[config.mk]
export PLATFORM = sky130hd
export DESIGN_NAME = bbc_region_filter
export DESIGN_NICKNAME = d
export VERILOG_FILES = /design/src/rtl/bbc_pkg.sv /design/src/rtl/bbc_range_cmp.sv /design/src/rtl/bbc_decide.sv /design/src/rtl/bbc_regs.sv /design/src/rtl/bbc_region_filter.sv
export SDC_FILE = /design/constraint.sdc
export NUM_CORES = 1
export LEC_CHECK = 0
export BUFFER_PORTS_ARGS = -buffer_cell sky130_fd_sc_hd__clkbuf_2
export CORE_MARGIN = 5
export CORE_UTILIZATION = 63
export DETAILED_ROUTE_END_ITERATION = 10
export PLACE_DENSITY = 0.87
export SETUP_SLACK_MARGIN = 0.4
export SYNTH_ARGS = -nofsm -noshare
export SYNTH_HDL_FRONTEND = slang
export SYNTH_SLANG_ARGS = --single-unit
[constraint.sdc]
create_clock -name clk -period 5.12 [get_ports clk]
set_input_delay 0.512 -clock clk [delete_from_list [all_inputs] [get_ports clk]]
set_output_delay 0.512 -clock clk [all_outputs]
set_load 0.02 [all_outputs]
[src/rtl/bbc_pkg.sv]
package bbc_pkg;
  localparam int unsigned REG_W    = 32;
  localparam int unsigned OFS_W    = 12;
  localparam int unsigned MODE_BIT = 8;
  localparam logic [OFS_W-1:0] CTRL_OFS   = 12'h03C;
  localparam logic [OFS_W-1:0] BOUND_BASE = 12'h100;
  localparam int unsigned BOUND_STRIDE = 8;
endpackage

[src/rtl/bbc_range_cmp.sv]
module bbc_range_cmp #(
  parameter int unsigned ADDR_W = 32
) (
  input  logic [ADDR_W-1:0] addr,
  input  logic [ADDR_W-1:0] lo,
  input  logic [ADDR_W-1:0] hi,
  input  logic              en,
  output logic              hit
);
  logic above_lo, below_hi;
  assign above_lo = (addr >= lo);
  assign below_hi = (addr <= hi);
  assign hit      = en && above_lo && below_hi;
endmodule

[src/rtl/bbc_decide.sv]
module bbc_decide #(
  parameter int unsigned NUM_CMP = 6
) (
  input  logic [NUM_CMP-1:0] hits,
  input  logic               include_mode,
  input  logic               enable,
  output logic               active
);
  logic any_hit;
  assign any_hit = |hits;
  // Include with empty selection gives no hits -> inactive; exclude -> active.
  assign active = enable && (include_mode ? any_hit : !any_hit);
endmodule

[src/rtl/bbc_regs.sv]
module bbc_regs
  import bbc_pkg::*;
#(
  parameter int unsigned NUM_CMP = 6,
  parameter int unsigned ADDR_W  = 32
) (
  input  logic                      clk,
  input  logic                      rst_n,
  input  logic                      unit_idle,
  input  logic                      os_lock,
  input  logic                      ext_access_ok,
  input  logic                      core_powered,
  input  logic                      req_valid,
  input  logic                      req_write,
  input  logic [OFS_W-1:0]          req_ofs,
  input  logic [REG_W-1:0]          req_wdata,
  output logic                      rsp_valid,
  output logic                      rsp_err,
  output logic [REG_W-1:0]          rsp_rdata,
  output logic [NUM_CMP-1:0]        cfg_sel,
  output logic                      cfg_mode,
  output logic [NUM_CMP*ADDR_W-1:0] lo_flat,
  output logic [NUM_CMP*ADDR_W-1:0] hi_flat
);
  localparam int unsigned IDX_W    = (NUM_CMP > 1) ? $clog2(NUM_CMP) : 1;
  localparam int unsigned BND_SPAN = BOUND_STRIDE * NUM_CMP;

  logic               blocked;
  logic               hit_ctrl;
  logic               hit_bnd;
  logic [OFS_W-1:0]   rel;
  logic [IDX_W-1:0]   bidx;
  logic               bnd_hi;
  logic               acc_err;
  logic               wr_ok;
  logic [REG_W-1:0]   rd_mux;

  logic [NUM_CMP-1:0] sel_q;
  logic               mode_q;
  logic [ADDR_W-1:0]  lo_q [NUM_CMP];
  logic [ADDR_W-1:0]  hi_q [NUM_CMP];

  assign blocked  = os_lock || !ext_access_ok || !core_powered;
  assign rel      = req_ofs - BOUND_BASE;
  assign hit_ctrl = (req_ofs == CTRL_OFS);
  assign hit_bnd  = (req_ofs >= BOUND_BASE) && (rel < OFS_W'(BND_SPAN)) &&
                    (rel[1:0] == 2'b00);
  assign bidx     = rel[IDX_W+2:3];
  assign bnd_hi   = rel[2];
  assign acc_err  = blocked || !(hit_ctrl || hit_bnd) || (req_write && !unit_idle);
  assign wr_ok    = req_valid && req_write && !acc_err;

  always_ff @(posedge clk) begin
    if (!rst_n) begin
      sel_q  <= '0;
      mode_q <= 1'b0;
    end else if (wr_ok && hit_ctrl) begin
      sel_q  <= req_wdata[NUM_CMP-1:0];
      mode_q <= req_wdata[MODE_BIT];
    end
  end

  for (genvar m = 0; m < NUM_CMP; m++) begin : g_bound
    logic sel_this;
    assign sel_this = wr_ok && hit_bnd && (bidx == IDX_W'(m));
    always_ff @(posedge clk) begin
      if (!rst_n) begin
        lo_q[m] <= '0;
        hi_q[m] <= '0;
      end else if (sel_this) begin
        if (bnd_hi) hi_q[m] <= req_wdata[ADDR_W-1:0];
        else        lo_q[m] <= req_wdata[ADDR_W-1:0];
      end
    end
    assign lo_flat[m*ADDR_W +: ADDR_W] = lo_q[m];
    assign hi_flat[m*ADDR_W +: ADDR_W] = hi_q[m];
  end

  always_comb begin
    rd_mux = '0;
    if (hit_ctrl) begin
      rd_mux[NUM_CMP-1:0] = sel_q;
      rd_mux[MODE_BIT]    = mode_q;
    end else if (hit_bnd) begin
      for (int m = 0; m < NUM_CMP; m++) begin
        if (bidx == IDX_W'(m)) rd_mux[ADDR_W-1:0] = bnd_hi ? hi_q[m] : lo_q[m];
      end
    end
  end

  always_ff @(posedge clk) begin
    if (!rst_n) begin
      rsp_valid <= 1'b0;
      rsp_err   <= 1'b0;
      rsp_rdata <= '0;
    end else begin
      rsp_valid <= req_valid;
      rsp_err   <= req_valid && acc_err;
      rsp_rdata <= (req_valid && !req_write && !acc_err) ? rd_mux : '0;
    end
  end

  assign cfg_sel  = sel_q;
  assign cfg_mode = mode_q;
endmodule

[src/rtl/bbc_region_filter.sv]
module bbc_region_filter
  import bbc_pkg::*;
#(
  parameter int unsigned NUM_CMP = 6,
  parameter int unsigned ADDR_W  = 32
) (
  input  logic              clk,
  input  logic              rst_n,
  input  logic              bb_enable,
  input  logic              unit_idle,
  input  logic              os_lock,
  input  logic              ext_access_ok,
  input  logic              core_powered,
  input  logic              dbg_req_valid,
  input  logic              dbg_req_write,
  input  logic [11:0]       dbg_req_ofs,
  input  logic [31:0]       dbg_req_wdata,
  output logic              dbg_rsp_valid,
  output logic              dbg_rsp_err,
  output logic [31:0]       dbg_rsp_rdata,
  input  logic              in_valid,
  output logic              in_ready,
  input  logic [ADDR_W-1:0] in_addr,
  output logic              out_valid,
  input  logic              out_ready,
  output logic              out_active
);
  logic [NUM_CMP-1:0]        cfg_sel;
  logic                      cfg_mode;
  logic [NUM_CMP*ADDR_W-1:0] lo_flat;
  logic [NUM_CMP*ADDR_W-1:0] hi_flat;
  logic [NUM_CMP-1:0]        hits;
  logic                      decision;
  logic                      accept;
  logic                      out_valid_q;
  logic                      out_active_q;

  bbc_regs #(.NUM_CMP(NUM_CMP), .ADDR_W(ADDR_W)) u_regs (
    .clk          (clk),
    .rst_n        (rst_n),
    .unit_idle    (unit_idle),
    .os_lock      (os_lock),
    .ext_access_ok(ext_access_ok),
    .core_powered (core_powered),
    .req_valid    (dbg_req_valid),
    .req_write    (dbg_req_write),
    .req_ofs      (dbg_req_ofs),
    .req_wdata    (dbg_req_wdata),
    .rsp_valid    (dbg_rsp_valid),
    .rsp_err      (dbg_rsp_err),
    .rsp_rdata    (dbg_rsp_rdata),
    .cfg_sel      (cfg_sel),
    .cfg_mode     (cfg_mode),
    .lo_flat      (lo_flat),
    .hi_flat      (hi_flat)
  );

  for (genvar m = 0; m < NUM_CMP; m++) begin : g_cmp
    bbc_range_cmp #(.ADDR_W(ADDR_W)) u_cmp (
      .addr(in_addr),
      .lo  (lo_flat[m*ADDR_W +: ADDR_W]),
      .hi  (hi_flat[m*ADDR_W +: ADDR_W]),
      .en  (cfg_sel[m]),
      .hit (hits[m])
    );
  end

  bbc_decide #(.NUM_CMP(NUM_CMP)) u_decide (
    .hits        (hits),
    .include_mode(cfg_mode),
    .enable      (bb_enable),
    .active      (decision)
  );

  assign in_ready = !out_valid_q || out_ready;
  assign accept   = in_valid && in_ready;

  always_ff @(posedge clk) begin
    if (!rst_n) begin
      out_valid_q  <= 1'b0;
      out_active_q <= 1'b0;
    end else if (accept) begin
      out_valid_q  <= 1'b1;
      out_active_q <= decision;
    end else if (out_ready) begin
      out_valid_q  <= 1'b0;
    end
  end

  assign out_valid  = out_valid_q;
  assign out_active = out_active_q;
endmodule

== Word level (Yosys, flattened, before mapping) ==
Memories as Yosys holds them, arrays and structs flattened.
Index checks and enable logic that the tools add are counted.
Cells by class
  add/subtract/negate cells: 1
  multiplexer cells: 69
  bitwise operators: 15
  order comparisons: 14
  reductions and logical operators: 50
  eq/ne operators: 6
Operators by type and width (count)
  2-to-1 mux 32 bit: 24
  greater-or-equal comparator 32 bit: 6
  less-or-equal comparator 32 bit: 6
  2-to-1 mux 1 bit: 43
  logical AND 1 bit: 30
  == test 12 x 6 -> 1 bit (second input constant): 1
  greater-or-equal comparator 12 x 9 -> 1 bit (second input constant): 1
  < comparator 12 x 6 -> 1 bit (second input constant): 1
  bitwise OR 1 bit: 12
  subtractor 12 x 9 -> 12 bit (second input constant): 1
  2-to-1 mux 9 bit: 1
  logical NOT 1 bit: 8
  == test 3 x 2 -> 1 bit (second input constant): 2
  == test 3 bit (second input constant): 2
  logical OR 1 bit: 6
  2-to-1 mux 6 bit: 1
  OR reduction 6 bit: 1
  OR reduction 4 bit: 1
  == test 3 x 1 -> 1 bit (second input constant): 1
  logical NOT 3 bit: 1
  NOT 1 bit: 3
  logical NOT 2 bit: 1
  AND reduction 2 bit: 1
  nonzero test 2 bit: 1
Storage, ports and cells
  RAM bits: 384
  output and inout port bits: 37
  flip-flop bits (word level): 43
  memories kept: 2
  bits of input ports: 87
Memory list
  u_regs.hi_q: words 6, width 32, rd ports 6, clocked after Yosys merged registers in 0, wr ports 6, line bbc_regs.sv:41  | logic [ADDR_W-1:0] hi_q [NUM_CMP];
  u_regs.lo_q: words 6, width 32, rd ports 6, clocked after Yosys merged registers in 0, wr ports 6, line bbc_regs.sv:40  | logic [ADDR_W-1:0] lo_q [NUM_CMP];

== Longest topological paths before layout ==
Gate-level depths: netlist of run 1.
  depth after elaboration: 16
  mapped depth: 11
  depth with buffers taken out: 11

== Hierarchy ==
Synthesis of run 1 repeated with hierarchy kept, for this count alone.
Unflattened totals
  cells, all modules: 2776
  area, all modules: 28050.7 um2
By module, submodules not included
  bbc_regs: instances 1, cells an instance 1426, area an instance 18316.3 um2
  bbc_range_cmp: instances 6, cells an instance 223, area an instance 1604.0 um2
  bbc_region_filter: instances 1, cells an instance 8, area an instance 76.3 um2
  bbc_decide: instances 1, cells an instance 4, area an instance 33.8 um2

== Worst setup path before layout of run 1 ==
No wires, ideal clock.
  kind: input to register
  start point: input dbg_req_ofs[2]
  end point: memory u_regs.hi_q[2][0] (netlist: u_regs.hi_q[1][0]), enable pin
  slack: 0.460 ns
  arrival time: 4.194 ns
  setup time: 0.466 ns
  required time: 4.654 ns
  buffers on the path: 4
  stages on the path: 6
  cell sequence: clkbuf_1 -> buf_2 -> buf_2 -> buf_1 -> nand2_1 -> o21ai_0
RTL lines
  from (decl): line bbc_region_filter.sv:16  | input logic [11:0] dbg_req_ofs,
  to (decl): line bbc_regs.sv:41

==> results of run 1 <==
worst max-delay path by stage:
stage,endpoint,cells after the start,slack [ns]
global placement,u_regs.hi_q[1][32],8,1.25
global route,u_regs.hi_q[1][33],8,1.59
detailed placement,u_regs.hi_q[1][32],8,1.22
floorplan,u_regs.hi_q[1][0],6,0.46
finish,out_active,11,1.69
CTS,out_active,11,1.81
metal layers:
layer,vias to the layer above,share of wire [%],GRT usage [%]
li1,9792,-,-
met1,10800,37,48.2
met2,1774,42,54.5
met3,385,14,10.9
met4,6,6.3,19.2
met5,-,0.042,0
state kept, by name (all words and copies together), names as in the netlist:
signal and count:
u_regs.rsp_rdata 32, u_regs.hi_q 192, u_regs.lo_q 192, out_active 1
u_regs.rsp_valid 1, u_regs.cfg_sel 6, u_regs.cfg_mode 1, out_valid 1
u_regs.rsp_err 1
cells in the mapped netlist, types with 17 or more instances:
cell type and n:
nor2_1 100, a21oi_1 175, and2_1 385, ha_1 384, nand3_1 34, nand4_1 65
a221oi_1 31, dfxtp_1 43, mux2i_1 168, o21ai_0 66, nand2_1 84, nor2b_1 20
clkbuf_1 86, edfxtp_1 384, inv_1 380, o22ai_1 64, a21o_1 56, a211oi_1 17
per-stage QoR:
step,total power [W],util (%)
4_1_cts,0.00874,70.0
2_1_floorplan,0.00483,-
6_report,0.00882,70.0
5_1_grt,0.00905,70.0
3_5_place_dp,0.00536,66.6
3_3_place_gp,0.00528,66.6
critical path: stages (launching register included):
cell and delay (ns):
edfxtp_1 0.36, inv_1 0.05, ha_1 0.30, nand4_1 0.30, nor4_1 0.85, a22oi_1 0.33, o211ai_1 0.38, a32o_1 0.21
a32o_1 0.13, nor4_1 0.06, mux2_2 0.25, nand3_1 0.08
cell type report:
type	count	area, um^2	share of cell area, %
Antenna cell	2	5.00	0.0162
Clock buffer	57	1240	4.02
Clock inverter	27	287	0.925
Inverter	381	1430	4.62
Multi-Input combinational cell	1786	14000	45.1
Sequential cell	427	12400	40.0
Tap cell	592	741	2.39
Timing Repair Buffer	159	896	2.89
power breakdown:
group	internal [W]	switching (W)	leakage, nW
logic	0.000444	0.000860	9.51
clock network	0.00202	0.00144	0.758
registers	0.00395	0.000102	3.99
cell families (layout without fill, tap and decap cells):
family / count (synthesis) / count (layout) / share of synthesized area, %
other: 0 / 2 / 0
adder cells (fa/ha/maj): 384 / 384 / 17.1
AND/OR/NAND/NOR: 760 / 760 / 15.5
multiplexers: 169 / 169 / 6.02
flip-flops: 427 / 427 / 44.1
buffers and inverters: 499 / 624 / 6.83
AO/OA/AOI/OAI: 473 / 473 / 10.5
cell usage in the layout, fill, tap and decap left out, drive strengths merged, types with 11 or more instances in the layout:
cell type / instances
a211oi: 17
a21o: 56
a21oi: 175
a221oi: 31
and2: 388
and4: 11
buf: 37
clkbuf: 179
clkinv: 21
dfxtp: 43
edfxtp: 384
ha: 384
inv: 381
mux2i: 168
nand2: 85
nand3: 34
nand4: 65
nor2: 105
nor2b: 20
nor3: 12
nor4: 13
o21ai: 66
o22ai: 64
o31ai: 11
==> run metrics, run 1 <==
outcome=finished clean; Fmax=291 MHz; MaxCap Viol Count=0; Placed Area=29,400 um^2; area leader, netlist=edfxtp_1; # port buffers=roughly 120; gr ovfl total=0; CP Data Arrival Time=roughly 3.9 ns; crit path capture type=flip-flop; vias per std cell=6.65; Worst Hold Class=in2reg; total die area=approximately 50,000 um^2; hold path depth=3; drt initial violations=3,214; unrepaired setup endpoints after global routing=no; Starting Density=a little under two thirds; sequential-to-total area share from yosys stat=about 44%; CTS tree=built; HPWL after detailed placement=about 66,000 um; synthesized flop and latch total=roughly 430; setup slack after layout=around 1.7 ns; gr usage total=roughly 36%; share of layout cells above drive strength 1=a little under a tenth; Syn-to-layout area delta=10.1%; Die Span Y=221 um; synth unique cells=approximately 70; first-pass GRT wire length=between 100,000 and 150,000 um; fin nets=between 3,000 and 4,000; Synth Net Count=around 3,200; largest fanout on the critical path=3; final std cell area, no fill=between 30,000 and 40,000 um^2; num ports=around 120; H-tree depth=2; final WL=between 90,000 and 100,000 um; largest net degree at the start of global routing=60; Die Width=221 um; FF-to-FF Start=u_regs.lo_q[0][30]; DR vias=22,800; hold_buf cts=0; vias in the first global route=between 20,000 and 25,000; CTS Buffer Depth=3; Core Area=44,200 um^2; worst vdd ir=0.000227 V; DP Cell Count=approximately 3,300; Worst Setup SP=u_regs.lo_q[0][30]; hold_ws=0.173 ns; Pins Over Slew Limit=0; post-CTS sizing=0; GP Congestion=1.05; reg2reg path depth=11; drt pass-1 iters=6; post-DR wirelength/cell=27.1 um; worst hold path endpoint=out_valid; Fin. Hold Viols=0; post-synthesis cell count=between 2,000 and 3,000; clk sink count=between 400 and 500; fin crit period=3.43 ns; area of the mapped netlist=approximately 28,000 um^2; root buf cell=clkbuf_16; Layout Skew=0.0197 ns; Fin Setup TNS=0 ns; antenna violations before repair=8; post-placement setup slack=between 1 and 1.5 ns; Reg2Reg Capture Point=out_active; drc violations=0; crit start category=flip-flop; hold path startpoint=in_valid; P per Cell Area=285 nW/um^2; Synth async-reset ratio=0%; Worst Tran Pin Value=between 1 and 1.5 ns; setup bufs post-CTS=0; slack of the worst reg-to-reg path=~1.7 ns; CTS clk-pin slew, worst paths=approximately 0.070 ns; # setup viols final=0; main flop type after synthesis=edfxtp_1; number of enable flip-flop cells after synthesis=approximately 380; Yosys warnings=0; required time of the critical path=around 5.6 ns; row count=77; dominant cells by area after synthesis=edfxtp_1 (41%), ha_1 (17%), and2_1 (8.6%), mux2i_1 (6.0%), inv_1 (5.1%); Leak=~14 nW; antenna viol nets, final=0; Worst-Skew Late Latency=about 0.59 ns; Tcrit/Tclk final=about 67%; fill cell count=a little over 3,000; post-route insts no fill=~3,400; Avg Cell Area, Syn=10.4 um^2; cts bufs inserted=45; Slew Limit Headroom=21.0%; Crit Path Category=reg2reg; Yosys top cell area share=approximately 41%
(Power assumes the default switching activity.)
==> run 2, diff against run 1 <==
--- a/config.mk
+++ b/config.mk
@@ -5,11 +5,12 @@
 export SDC_FILE = /design/constraint.sdc
 export NUM_CORES = 1
 export LEC_CHECK = 0
+export ABC_AREA = 1
 export BUFFER_PORTS_ARGS = -buffer_cell sky130_fd_sc_hd__clkbuf_2
 export CORE_MARGIN = 5
-export CORE_UTILIZATION = 63
+export CORE_UTILIZATION = 57
 export DETAILED_ROUTE_END_ITERATION = 10
-export PLACE_DENSITY = 0.87
+export PLACE_DENSITY = 0.84
 export SETUP_SLACK_MARGIN = 0.4
 export SYNTH_ARGS = -nofsm -noshare
 export SYNTH_HDL_FRONTEND = slang
==> constraint.sdc (replaced) <==
create_clock -name clk -period 3 [get_ports clk]
set_input_delay 0.3 -clock clk [delete_from_list [all_inputs] [get_ports clk]]
set_output_delay 0.3 -clock clk [all_outputs]
set_load 0.02 [all_outputs]
==> run 2 against run 1 <==
Cell area up 2.9%. First-iteration DRC count up 13%. Largest power group unchanged. Routed wire length down 2.5%.
==> run metrics, run 2 <==
antenna violations before repair=2 (-6); largest net degree at the start of global routing=196 (+230%); MaxCap Viol Count=0 (unchanged); post-synthesis cell count=3,329 (+23%); sequential-to-total area share from yosys stat=43.4% (-0.65 points); Syn-to-layout area delta=11.6%; Crit Path Category=reg2reg; outcome=finished clean; setup bufs post-CTS=0 (unchanged); Fin Setup TNS=0 ns (unchanged); unrepaired setup endpoints after global routing=no; Leak=15.0 nW (+5.3%); vias per std cell=5.90 (-11%); Fin. Hold Viols=0 (unchanged); CP Data Arrival Time=2.99 ns (-0.91 ns); row count=82 (+6.5%); Largest regs=u_regs.hi_q x192, u_regs.lo_q x192, u_regs.rsp_rdata x32; Synth async-reset ratio=0% (unchanged); Yosys top cell area share=40.4% (-0.60 points); slowest stage delay, CP=0.57 ns (-0.28 ns); CTS clk-pin slew, worst paths=0.06 ns (about the same); first-pass GRT wire length=135,000 um (-0.69%); largest fanout on the critical path=2 (-1); H-tree depth=2 (unchanged); crit start category=flip-flop; switching share of power=28.1% (+0.88 points); Reg power frac=45.1% (-0.9 points); dominant cells by area after synthesis=edfxtp_1 (40%), ha_1 (17%), nand2_1 (8.0%), inv_1 (6.7%), nor2_1 (5.9%); Die Width=234 um (+5.6%); area leader, netlist=edfxtp_1; worst-path cell chain=inv_1, ha_1, nand2_1, nor3_1, and3_1, nand2_1, nand3_1, nand2_1, nor2_1, nor2_1, nand2_1, nand2_1, nand3_1, a21oi_1; P per Cell Area=477 nW/um^2 (+68%); post-DR wirelength/cell=21.8 um (-20%); fin crit period=2.51 ns (-0.924 ns); Clk pwr share=39.3% (about the same); Avg Cell Area, Syn=8.57 um^2 (-17%); Layout Skew=0.0220 ns (+0.00236 ns); DR vias=24,500 (+7.6%); Yosys warnings=0 (unchanged); total die area=54,600 um^2 (+12%); main flop type after synthesis=edfxtp_1; Worst Hold Class=in2reg; clk sink count=427 (unchanged); Synth Net Count=3,800 (+19%); gr ovfl total=0 (unchanged); CTS Buffer Depth=3 (unchanged); required time of the critical path=3.48 ns (-2.11 ns); worst vdd ir=0.000482 V (+110%); num ports=124 (unchanged); P_sw=0.00427 W (+78%); share of layout cells above drive strength 1=12.0% (+2.6 points); count leader, synth=nand2_1; CTS tree=built; most common library cells after synthesis=nand2_1 (612), inv_1 (510), nor2_1 (450); gr usage total=32.6% (-3.8 points); area of the mapped netlist=28,500 um^2 (+1.5%); # setup viols final=0 (unchanged); Final Power=0.0152 W (+72%); Tcrit/Tclk final=83.6% (+17 points); synth unique cells=46 (-32%); most common cell after layout, fill and taps aside=nand2_1; # port buffers=123 (unchanged); drt pass-1 iters=6 (unchanged); antenna viol nets, final=0 (unchanged); HPWL after detailed placement=64,400 um (-2.9%); CP most frequent cell=nand2_1; commonest non-fill, non-tap cells in the layout=nand2_1 (612), inv_1 (509), nor2_1 (448); Core Area=49,900 um^2 (+13%); Worst-Skew Late Latency=0.60 ns (about the same); Worst Tran Pin Value=0.944 ns (-0.237 ns); root buf cell=clkbuf_16; fin nets=3,916 (+20%); cts bufs inserted=48 (+6.7%); Worst path slowest cell=nor3_1; final WL=90,600 um (-2.5%); drc violations=0 (unchanged); synthesized flop and latch total=427 (unchanged); drt initial violations=3,641 (+13%); GP Congestion=0.988 (-5.6%); crit path capture type=flip-flop; Slew Limit Headroom=37.1% (+16 points); vias in the first global route=23,900 (+4.8%); Die Span Y=234 um (+5.6%); number of enable flip-flop cells after synthesis=384 (unchanged); Fmax=399 MHz (+37%); Starting Density=57.2% (-6.4 points); P_int=0.0109 W (+70%); combinational power share=15.6% (+0.8 points); Pins Over Slew Limit=0 (unchanged)
-- run 2: area by class of cell --
| class | count | area [um^2] |
|---|---|---|
| diodes | 3 | 7.51 |
| clock buffers | 65 | 1360 |
| clock inverters | 25 | 216 |
| fillers | 3990 | 18000 |
| inverters | 515 | 1940 |
| multi-input cells | 2248 | 13700 |
| flip-flops and latches | 427 | 12400 |
| well taps | 672 | 841 |
| repair buffers | 205 | 1410 |
-- run 2: path summary, 6_finish.rpt --
path	start	to	slack [ns]	depth (start not counted)
min	out_ready	out_valid	0.05	4
min reg2reg	u_regs.cfg_sel[1]	u_regs.rsp_rdata[1]	0.53	2
max	u_regs.lo_q[2][29]	out_active	0.49	14
max reg2reg	u_regs.lo_q[2][29]	out_active	0.49	14
-- run 2: metrics by stage --
stage / hold slack, ns / worst slack [ns] / util, % / instance area (um^2) / std cells
after floorplan: 0.443 / 0.0657 / - / 28700 / 3329
final: 0.0452 / 0.491 / 63.9 / 31900 / 4160
after global routing: 0.0491 / 0.412 / 63.9 / 31900 / 4158
after CTS: 0.0136 / 0.548 / 63.9 / 31800 / 4157
after detailed placement: 0.514 / 0.132 / 60.6 / 30200 / 4065
after global placement: 0.517 / 0.128 / 60.6 / 30200 / 4065
-- run 2: worst max-delay path: cells and delay by family (launching register included) --
kind            cells  cell delay, ns
compound gates      1            0.07
buf+inv             1            0.08
simple gates       11            1.62
flops               1            0.33
fa+ha+maj           1            0.30
-- run 2: cells by family (layout without fill, tap and decap cells) --
kind of cell    Yosys count  in the layout  share of synthesized area [%]
simple gates           1254           1254                           18.6
buf+inv                 654            810                           9.31
compound gates          610            610                           11.8
flops                   427            427                           43.4
fa+ha+maj               384            384                           16.8
other cells               0              3                              0
-- run 2: what timing repair did --
item                       CTS  global route
hold endpoints to repair     3             0
gates resized for setup      1             2
setup endpoints to repair    1             1
hold buffers                 2             0
-- run 2: power groups by stage --
stage,clock network [W],registers [W],logic (W)
6_report,0.00598,0.00685,0.00237
5_1_grt,0.00620,0.00687,0.00261
4_1_cts,0.00595,0.00685,0.00230
3_5_place_dp,0,0.00697,0.00227
3_3_place_gp,0,0.00696,0.00219
2_1_floorplan,0,0.00694,0.00142
-- run 2: routing by layer --
metal,routed length (um),up-vias,global-route usage (%)
li1,-,11300,-
met4,5140,2,16.0
met3,11800,316,7.20
met5,13,-,0
met1,33700,11300,43.6
met2,39900,1666,50.7
